`src/rtl/sdt_pkg.sv`:
```
package sdt_pkg;

  // entry retires: the count falls to zero and the coalescer holds nothing more
  function automatic logic retire_cond(input logic dec, input logic inc,
                                       input logic cnt_one, input logic busy);
    return dec && !inc && cnt_one && !busy;
  endfunction

  // acknowledgement against an entry whose count is already zero
  function automatic logic under_cond(input logic dec, input logic inc,
                                      input logic cnt_zero);
    return dec && !inc && cnt_zero;
  endfunction

endpackage

```
`src/rtl/sdt_match.sv`:
```
module sdt_match #(
  parameter int N     = 4,
  parameter int SEQ_W = 16
) (
  input  logic [N-1:0]       live,
  input  logic [N*SEQ_W-1:0] seq_flat,
  input  logic [SEQ_W-1:0]   key,
  output logic [N-1:0]       hit_vec,
  output logic               hit
);
  for (genvar i = 0; i < N; i++) begin : g_cmp
    assign hit_vec[i] = live[i] && (seq_flat[i*SEQ_W +: SEQ_W] == key);
  end
  assign hit = |hit_vec;
endmodule

```
`src/rtl/sdt_alloc.sv`:
```
module sdt_alloc #(
  parameter int N = 4
) (
  input  logic [N-1:0] live,
  output logic [N-1:0] pick,
  output logic         full
);
  always_comb begin
    logic found;
    found = 1'b0;
    pick  = '0;
    for (int i = 0; i < N; i++) begin
      if (!live[i] && !found) begin
        pick[i] = 1'b1;
        found   = 1'b1;
      end
    end
  end
  assign full = &live;
endmodule

```
`src/rtl/store_done_tracker.sv`:
```
module store_done_tracker #(
  parameter int SEQ_W   = 16,
  parameter int RID_W   = 4,
  parameter int ENTRIES = 4,
  parameter int CNT_W   = 6
) (
  input  logic             clk,
  input  logic             rst_n,
  input  logic             req_valid,
  input  logic [SEQ_W-1:0] req_seq,
  input  logic [RID_W-1:0] req_rid,
  input  logic             ack_valid,
  input  logic [SEQ_W-1:0] ack_seq,
  output logic             qry_valid,
  output logic [SEQ_W-1:0] qry_seq,
  input  logic             qry_pending,
  output logic             done_valid,
  output logic [SEQ_W-1:0] done_seq,
  output logic [RID_W-1:0] done_rid,
  output logic             err_sticky
);
  import sdt_pkg::*;

  localparam logic [CNT_W-1:0] CNT_ONE = CNT_W'(1);

  function automatic logic [CNT_W-1:0] cnt_next(input logic [CNT_W-1:0] c,
                                                input logic inc, input logic dec);
    case ({inc, dec})
      2'b10:   return c + CNT_ONE;
      2'b01:   return c - CNT_ONE;
      default: return c;
    endcase
  endfunction

  logic [ENTRIES-1:0]       live_q;
  logic [ENTRIES*SEQ_W-1:0] seq_q;
  logic [CNT_W-1:0]         cnt_q [ENTRIES];
  logic [RID_W-1:0]         rid_q [ENTRIES];

  // named internal events
  logic [ENTRIES-1:0] req_hit_vec, ack_hit_vec, alloc_vec;
  logic [ENTRIES-1:0] inc_vec, dec_vec, fin_vec, under_vec;
  logic               req_hit, ack_hit, tbl_full, req_new, req_drop, ack_orphan;
  logic [RID_W-1:0]   fin_rid;

  sdt_match #(.N(ENTRIES), .SEQ_W(SEQ_W)) u_req_match (
    .live(live_q), .seq_flat(seq_q), .key(req_seq),
    .hit_vec(req_hit_vec), .hit(req_hit));

  sdt_match #(.N(ENTRIES), .SEQ_W(SEQ_W)) u_ack_match (
    .live(live_q), .seq_flat(seq_q), .key(ack_seq),
    .hit_vec(ack_hit_vec), .hit(ack_hit));

  sdt_alloc #(.N(ENTRIES)) u_alloc (
    .live(live_q), .pick(alloc_vec), .full(tbl_full));

  assign req_new    = req_valid && !req_hit;
  assign req_drop   = req_new && tbl_full;
  assign ack_orphan = ack_valid && !ack_hit;

  assign qry_valid = ack_valid;
  assign qry_seq   = ack_seq;

  for (genvar i = 0; i < ENTRIES; i++) begin : g_ent
    logic opening;
    assign opening      = req_new && !tbl_full && alloc_vec[i];
    assign inc_vec[i]   = (req_valid && req_hit_vec[i]) || opening;
    assign dec_vec[i]   = ack_valid && ack_hit_vec[i];
    assign fin_vec[i]   = retire_cond(dec_vec[i], inc_vec[i],
                                      cnt_q[i] == CNT_ONE, qry_pending);
    assign under_vec[i] = under_cond(dec_vec[i], inc_vec[i], cnt_q[i] == '0);

    always_ff @(posedge clk) begin
      if (!rst_n) begin
        live_q[i]                 <= 1'b0;
        seq_q[i*SEQ_W +: SEQ_W]   <= '0;
        cnt_q[i]                  <= '0;
        rid_q[i]                  <= '0;
      end else if (fin_vec[i]) begin
        live_q[i] <= 1'b0;
        cnt_q[i]  <= '0;
      end else if (opening) begin
        live_q[i]               <= 1'b1;
        seq_q[i*SEQ_W +: SEQ_W] <= req_seq;
        cnt_q[i]                <= CNT_ONE;
        rid_q[i]                <= req_rid;
      end else if (!under_vec[i]) begin
        cnt_q[i] <= cnt_next(cnt_q[i], inc_vec[i], dec_vec[i]);
      end
    end
  end

  always_comb begin
    fin_rid = '0;
    for (int i = 0; i < ENTRIES; i++)
      if (fin_vec[i]) fin_rid = fin_rid | rid_q[i];
  end

  always_ff @(posedge clk) begin
    if (!rst_n) begin
      done_valid <= 1'b0;
      done_seq   <= '0;
      done_rid   <= '0;
      err_sticky <= 1'b0;
    end else begin
      done_valid <= |fin_vec;
      if (|fin_vec) begin
        done_seq <= ack_seq;
        done_rid <= fin_rid;
      end
      if (ack_orphan || req_drop || (|under_vec)) err_sticky <= 1'b1;
    end
  end

endmodule

```
`config.mk`:
```
export PLATFORM = sky130hd
export DESIGN_NAME = store_done_tracker
export DESIGN_NICKNAME = d
export VERILOG_FILES = /design/src/rtl/sdt_pkg.sv /design/src/rtl/sdt_match.sv /design/src/rtl/sdt_alloc.sv /design/src/rtl/store_done_tracker.sv
export SDC_FILE = /design/constraint.sdc
export NUM_CORES = 1
export LEC_CHECK = 0
export ABC_AREA = 0
export CORE_UTILIZATION = 29
export DETAILED_ROUTE_END_ITERATION = 7
export GPL_ROUTABILITY_DRIVEN = 0
export HOLD_SLACK_MARGIN = 0.15
export PLACE_DENSITY_LB_ADDON = 0.15
export SETUP_SLACK_MARGIN = 0.2
export SLEW_MARGIN = 5
export SYNTH_ARGS = -nofsm -noshare
export SYNTH_HDL_FRONTEND = slang
export SYNTH_SLANG_ARGS = --single-unit
export TNS_END_PERCENT = 20
```
`constraint.sdc`:
```
create_clock -name clk -period 3.53 [get_ports clk]
set_input_delay 0.353 -clock clk [delete_from_list [all_inputs] [get_ports clk]]
set_output_delay 0.353 -clock clk [all_outputs]
set_load 0.01 [all_outputs]
```
* After elaboration in Yosys (flattened, before gate mapping)
Memory sizes are Yosys's and may differ from the RTL's.
Cells that the tools add are included.
** Storage, ports and cells
- Register bits :: 90
- Memory bits (writable) :: 40
- Output and inout bits :: 39
- Memories kept :: 2
- Bits of input ports :: 41
** Memories
- cnt_q :: depth 4, width 6, rd ports 4, clocked after Yosys merged registers in 0, wr ports 4, line store_done_tracker.sv:37 : logic [CNT_W-1:0] cnt_q [ENTRIES];
- rid_q :: depth 4, width 4, rd ports 4, clocked after Yosys merged registers in 0, wr ports 4, line store_done_tracker.sv:38 : logic [RID_W-1:0] rid_q [ENTRIES];
** Operators by class
- Multiplexer cells :: 95
- $add $sub $neg :: 8
- Equal/unequal tests :: 20
- Bitwise gates (word level) :: 24
- Reductions and logical operators :: 79
** Operators by type and width (count)
- $mux 6 :: 28
- $eq 16x16->1 :: 8
- $mux 1 :: 55
- $pmux 6 s2 :: 4
- $logic_and 1x1->1 :: 43
- $mux 4 :: 8
- $add 6x1->6 const B :: 4
- $eq 6x1->1 const B :: 4
- $logic_not 6->1 :: 4
- $sub 6x1->6 const B :: 4
- $or 1x1->1 :: 16
- $reduce_or 4->1 :: 4
- $logic_not 1->1 :: 13
- $or 4x4->4 :: 3
- $eq 2x1->1 const B :: 4
- $eq 2x2->1 const B :: 4
- $reduce_and 2->1 :: 4
- $reduce_or 2->1 :: 4
- $logic_or 1x1->1 :: 6
- $not 1->1 :: 5
- $reduce_and 4->1 :: 1

* Longest topological paths before layout
- Depth after elaboration :: 21
- Mapped depth :: 10
- Mapped depth without buffers :: 8

* By module
From an unflattened synthesis, not the netlist that was laid out.
** Unflattened totals
- Cells, all modules :: 884
- Area total of the unflattened synthesis :: 7805.0 um^2
** By module, submodules not included
- store_done_tracker :: times used 1, area each 6197.2 um^2, sequential area each 3002.9 um^2, cells an instance 689
- sdt_match :: times used 2, area each 784.5 um^2, sequential area each 0.0 um^2, cells an instance 95
- sdt_alloc :: times used 1, area each 38.8 um^2, sequential area each 0.0 um^2, cells an instance 5

* Worst setup path before layout
No wires, ideal clock.
- Path kind :: in2reg
- Start :: input port ack_seq[14]
- End :: memory cnt_q[1][2], data pin
- Required time :: 3.263 ns
- Arrival :: 2.526 ns
- Cell stages on the path :: 8
- Setup slack :: 0.737 ns
- Buffers on the path :: 1
- Cell sequence :: buf_2 > xor2_1 > or4b_4 > or4_4 > a211oi_4 > mux2i_1 > xor2_1 > nor2_1
** RTL lines
- from (decl) :: line store_done_tracker.sv:13 : input logic [SEQ_W-1:0] ack_seq,
- to (decl) :: line store_done_tracker.sv:37

==> results.md <==
- CP Depth: 9
- Xor/xnor share of the synthesized area: 14.4%
- CP max stage cell: clkdlybuf4s50_1
- Hold buffer count at CTS: 0
- Post-synth net total: 990
- Post-route ant nets: 0
- First-pass GRT wire length: 40.2 mm
- Crit path to: cnt_q[1][4]
- Crit path DAT: 3240 ps
- Hold crit path type: reg2reg
- Switching share of power: 28.6%
- Wire per inst: 18.7 µm
- Crit Path Category: in2reg
- Worst Path Max Fanout: 6
- Clk Latency, worst-skew pair: 430 ps
- DPL Wire Length: 20.2 mm
- Layout cell share with drive strength beyond 1: 11.5%
- Pin count of the biggest net entering global routing: 68
- CTS Buf Count: 17
- PortBufs: 79
- Simple-gate share of the synthesized area: 24.1%
- Setup TNS: 0 ps
- Fin crit period: 3060 ps
- GR Overflow Total: 0
- Gate Count Post-Synth: 933
- Main synth FF type: dfxtp_1
- Antenna cell count: 0
- Hold Crit Start: seq_q[9]
- Maximum clock rate: 327 MHz
- Slowest stage delay, CP: 660 ps
- Rel. slew slack: 36.3%
- Register area share after synthesis: 36.6%
- Power Total: 4060 µW
- CTS tree: done
- CP top delay family: buffers and inverters
- Final Max Tran Viols: 0
- Compound-cell area share of the yosys netlist: 10.7%
- DR vias/cell: 4.95
- Iter 0 DRT Violations: 506
- Req. time, crit path: 3710 ps
- Placement-stage cell area: 9530 µm²
- # DRC: 0
- Number of flops mapped to enable cells by yosys: 40
- Die height: 170 µm
- Crit path from: ack_seq[5]
- Clock Power Share: 44.8%
- Final nets: 1071
- Worst Hold Depth: 2
- FF-to-FF End: cnt_q[1][3]
- Synth cell types: 57
- Hold WS: 487 ps
- Smallest setup slack after layout: 472 ps
- Pwr dens: 402 nW/µm²
- Die area: 29000 µm²
- Mapped cell area: 8200 µm²
- Row Count: 61
- Status: complete, no violations
- Asr flop ratio synth: 0%
- Mapped Avg Cell Area: 8.79 µm²
- Most used cell, CP: buf_4
- Vias in the first global route: 6676
- Synthesis-stage register bit count: 130
- Total GRT Usage: 18.6%
- IO Pins: 80
- Placeable Area: 27800 µm²
- Worst-path cell chain: clkdlybuf4s50_1 > xor2_1 > or4_1 > nor4_1 > buf_4 > o2111ai_1 > o211ai_1 > buf_4 > a21oi_1
- Clock Sinks: 130
- Final setup fails: 0
- Detailed Routing Iterations Pass 1: 5
- Mux cell area share after synthesis: 4.51%
- Final count of hold timing violations: 0
- Starting Density: 29.5%
- Clock Path Buffers: 2
- Die W: 170 µm
- RR Startpoint: seq_q[24]
- Setup repair bufs after CTS: 0
- Max-capacitance violation count: 0
- R2r setup slk: 760 ps
- Routed vias: 6952
- Crit start category: primary input
- Crit. End Element: flop
- Ys Warns: 0
- Clk slew on worst S/H paths: 70 ps
- Largest family of logic cells by synthesized area: simple AND/OR/NAND/NOR gates
- Routed WL: 26.2 mm
- Worst reg-to-reg path cell count: 7
- Gate power share: 14.0%
- Synthesis-to-layout area growth: 23.3%
- P_sw: 1160 µW
- P_leak: 0.00373 µW
- Initial antenna violation count: 0
- H-tree Lvls: 4
- Final worst-path cycle share: 86.6%
- Buf/Inv on CP: 3
- Finished Cell Area: 10100 µm²
- Place WS: 96.1 ps
- Internal power: 2900 µW
- Register share of total power: 41.2%
- Fin Clk Skew: 15.8 ps
- Post-synthesis adder-cell area fraction: 2.44%
- Root Buffer: clkbuf_16
- RSZ-0062 raised after global routing: false
- Post-CTS sizing: 0
- Tightest Pin Transition: 955 ps
- Peak VDD IR: 0.342 mV
==> layer usage <==
layer / routed length (µm) / global-route usage (%) / vias to the layer above
met2: 12000 / 29.7 / 179
met5: 0 / 0 / -
met1: 12300 / 25.1 / 3280
li1: - / - / 3462
met4: 667 / 7.01 / 0
met3: 1330 / 3.02 / 31
==> state kept, by name, indices dropped and copies added, names as in the netlist <==
register    count
live_q          4
done_rid        4
seq_q          64
done_seq       16
done_valid      1
rid_q          16
err_sticky      1
cnt_q          24
==> cell usage in the layout, fill, tap and decap left out, types with 8 or more instances in the layout <==
cell type        Yosys  routed
dfxtp_1             90      90
xnor2_1             87      87
clkdlybuf4s50_1      0      78
nand3_1             77      77
buf_4               17      72
nor2_1              68      68
nand2_1             66      66
o21ai_1             54      54
xor2_1              48      48
edfxtp_1            40      40
mux2i_1             37      37
nor3_1              31      31
nand4_1             31      31
and3_1              30      30
a21oi_1             24      24
nor4_1              18      18
clkbuf_16            0      17
ha_1                16      16
inv_1               15      15
and4_1               9       9
or3_1                8       8
==> kinds of logic (layout without fill, tap and decap cells) <==
family	count (synthesis)	in the layout
flip-flops	130	130
AND/OR/NAND/NOR	376	376
XOR/XNOR	135	135
multiplexers	37	37
AO/OA/AOI/OAI	130	130
buffers and inverters	109	203
adder cells (fa/ha/maj)	16	16
==> synthesized netlist by cell type, drive strengths merged (3+ instances only) <==
library cell   n  area (µm²)
nor4b          8        76.3
a22oi          5        37.5
a2111oi        3        70.1
and2           4        25.0
o211a          4        40.0
nand4         31         194
mux2i         37         370
a32oi          4        35.0
nor2          68         255
nor2b          4        25.0
nand2b         7        43.8
and4           9        78.8
nand2         66         248
a211oi         4        55.1
edfxtp        40        1200
xnor2         87         762
nor4          19         125
or4            4        33.8
inv           17        63.8
clkbuf        49         184
o2111ai        4        35.0
o21ai         60         300
o21a           6        45.0
o211ai         5        37.5
a21o           3        22.5
nor3          31         155
dfxtp         90        1800
xor2          48         420
nand3         77         385
ha            16         200
and3          30         188
nand4b         6        52.6
buf           43         345
or3            8        50.1
a21oi         24         120
==> through the flow <==
| step | util [%] | cells |
|---|---|---|
| floorplan | - | 933 |
| detailed placement | 34.3 | 1373 |
| CTS | 36.4 | 1405 |
| global route | 36.4 | 1405 |
| finish | 36.4 | 1405 |
| global placement | 34.3 | 1373 |
==> how the worst min path moves through the flow <==
stage | slack (ps) | end
floorplan | 460 | seq_q[10]
global placement | 470 | done_seq[15]
detailed placement | 480 | seq_q[9]
CTS | 490 | seq_q[9]
global route | 500 | seq_q[9]
finish | 490 | seq_q[9]
==> power groups by stage <==
stage          Combinational, µW  Clock, µW  Sequential (µW)
2_1_floorplan                371          0             1680
3_3_place_gp                 568          0             1710
3_5_place_dp                 567          0             1710
4_1_cts                      570       1860             1670
5_1_grt                      622       1910             1680
6_report                     568       1820             1670
==> cell type report <==
class / instances / area, µm²
Clock buffer: 19 / 433
Clock inverter: 13 / 146
Fill cell: 2920 / 17700
Inverter: 17 / 63.8
Multi-Input combinational cell: 694 / 4610
Sequential cell: 130 / 3000
Tap cell: 378 / 473
Timing Repair Buffer: 154 / 1390
==> worst min-delay path: stages, from the launching register on <==
cell	delay (ps)
dfxtp_1	340
nand2_1	60
o21ai_1	50
Note: power is estimated with default switching activity, not from simulation.
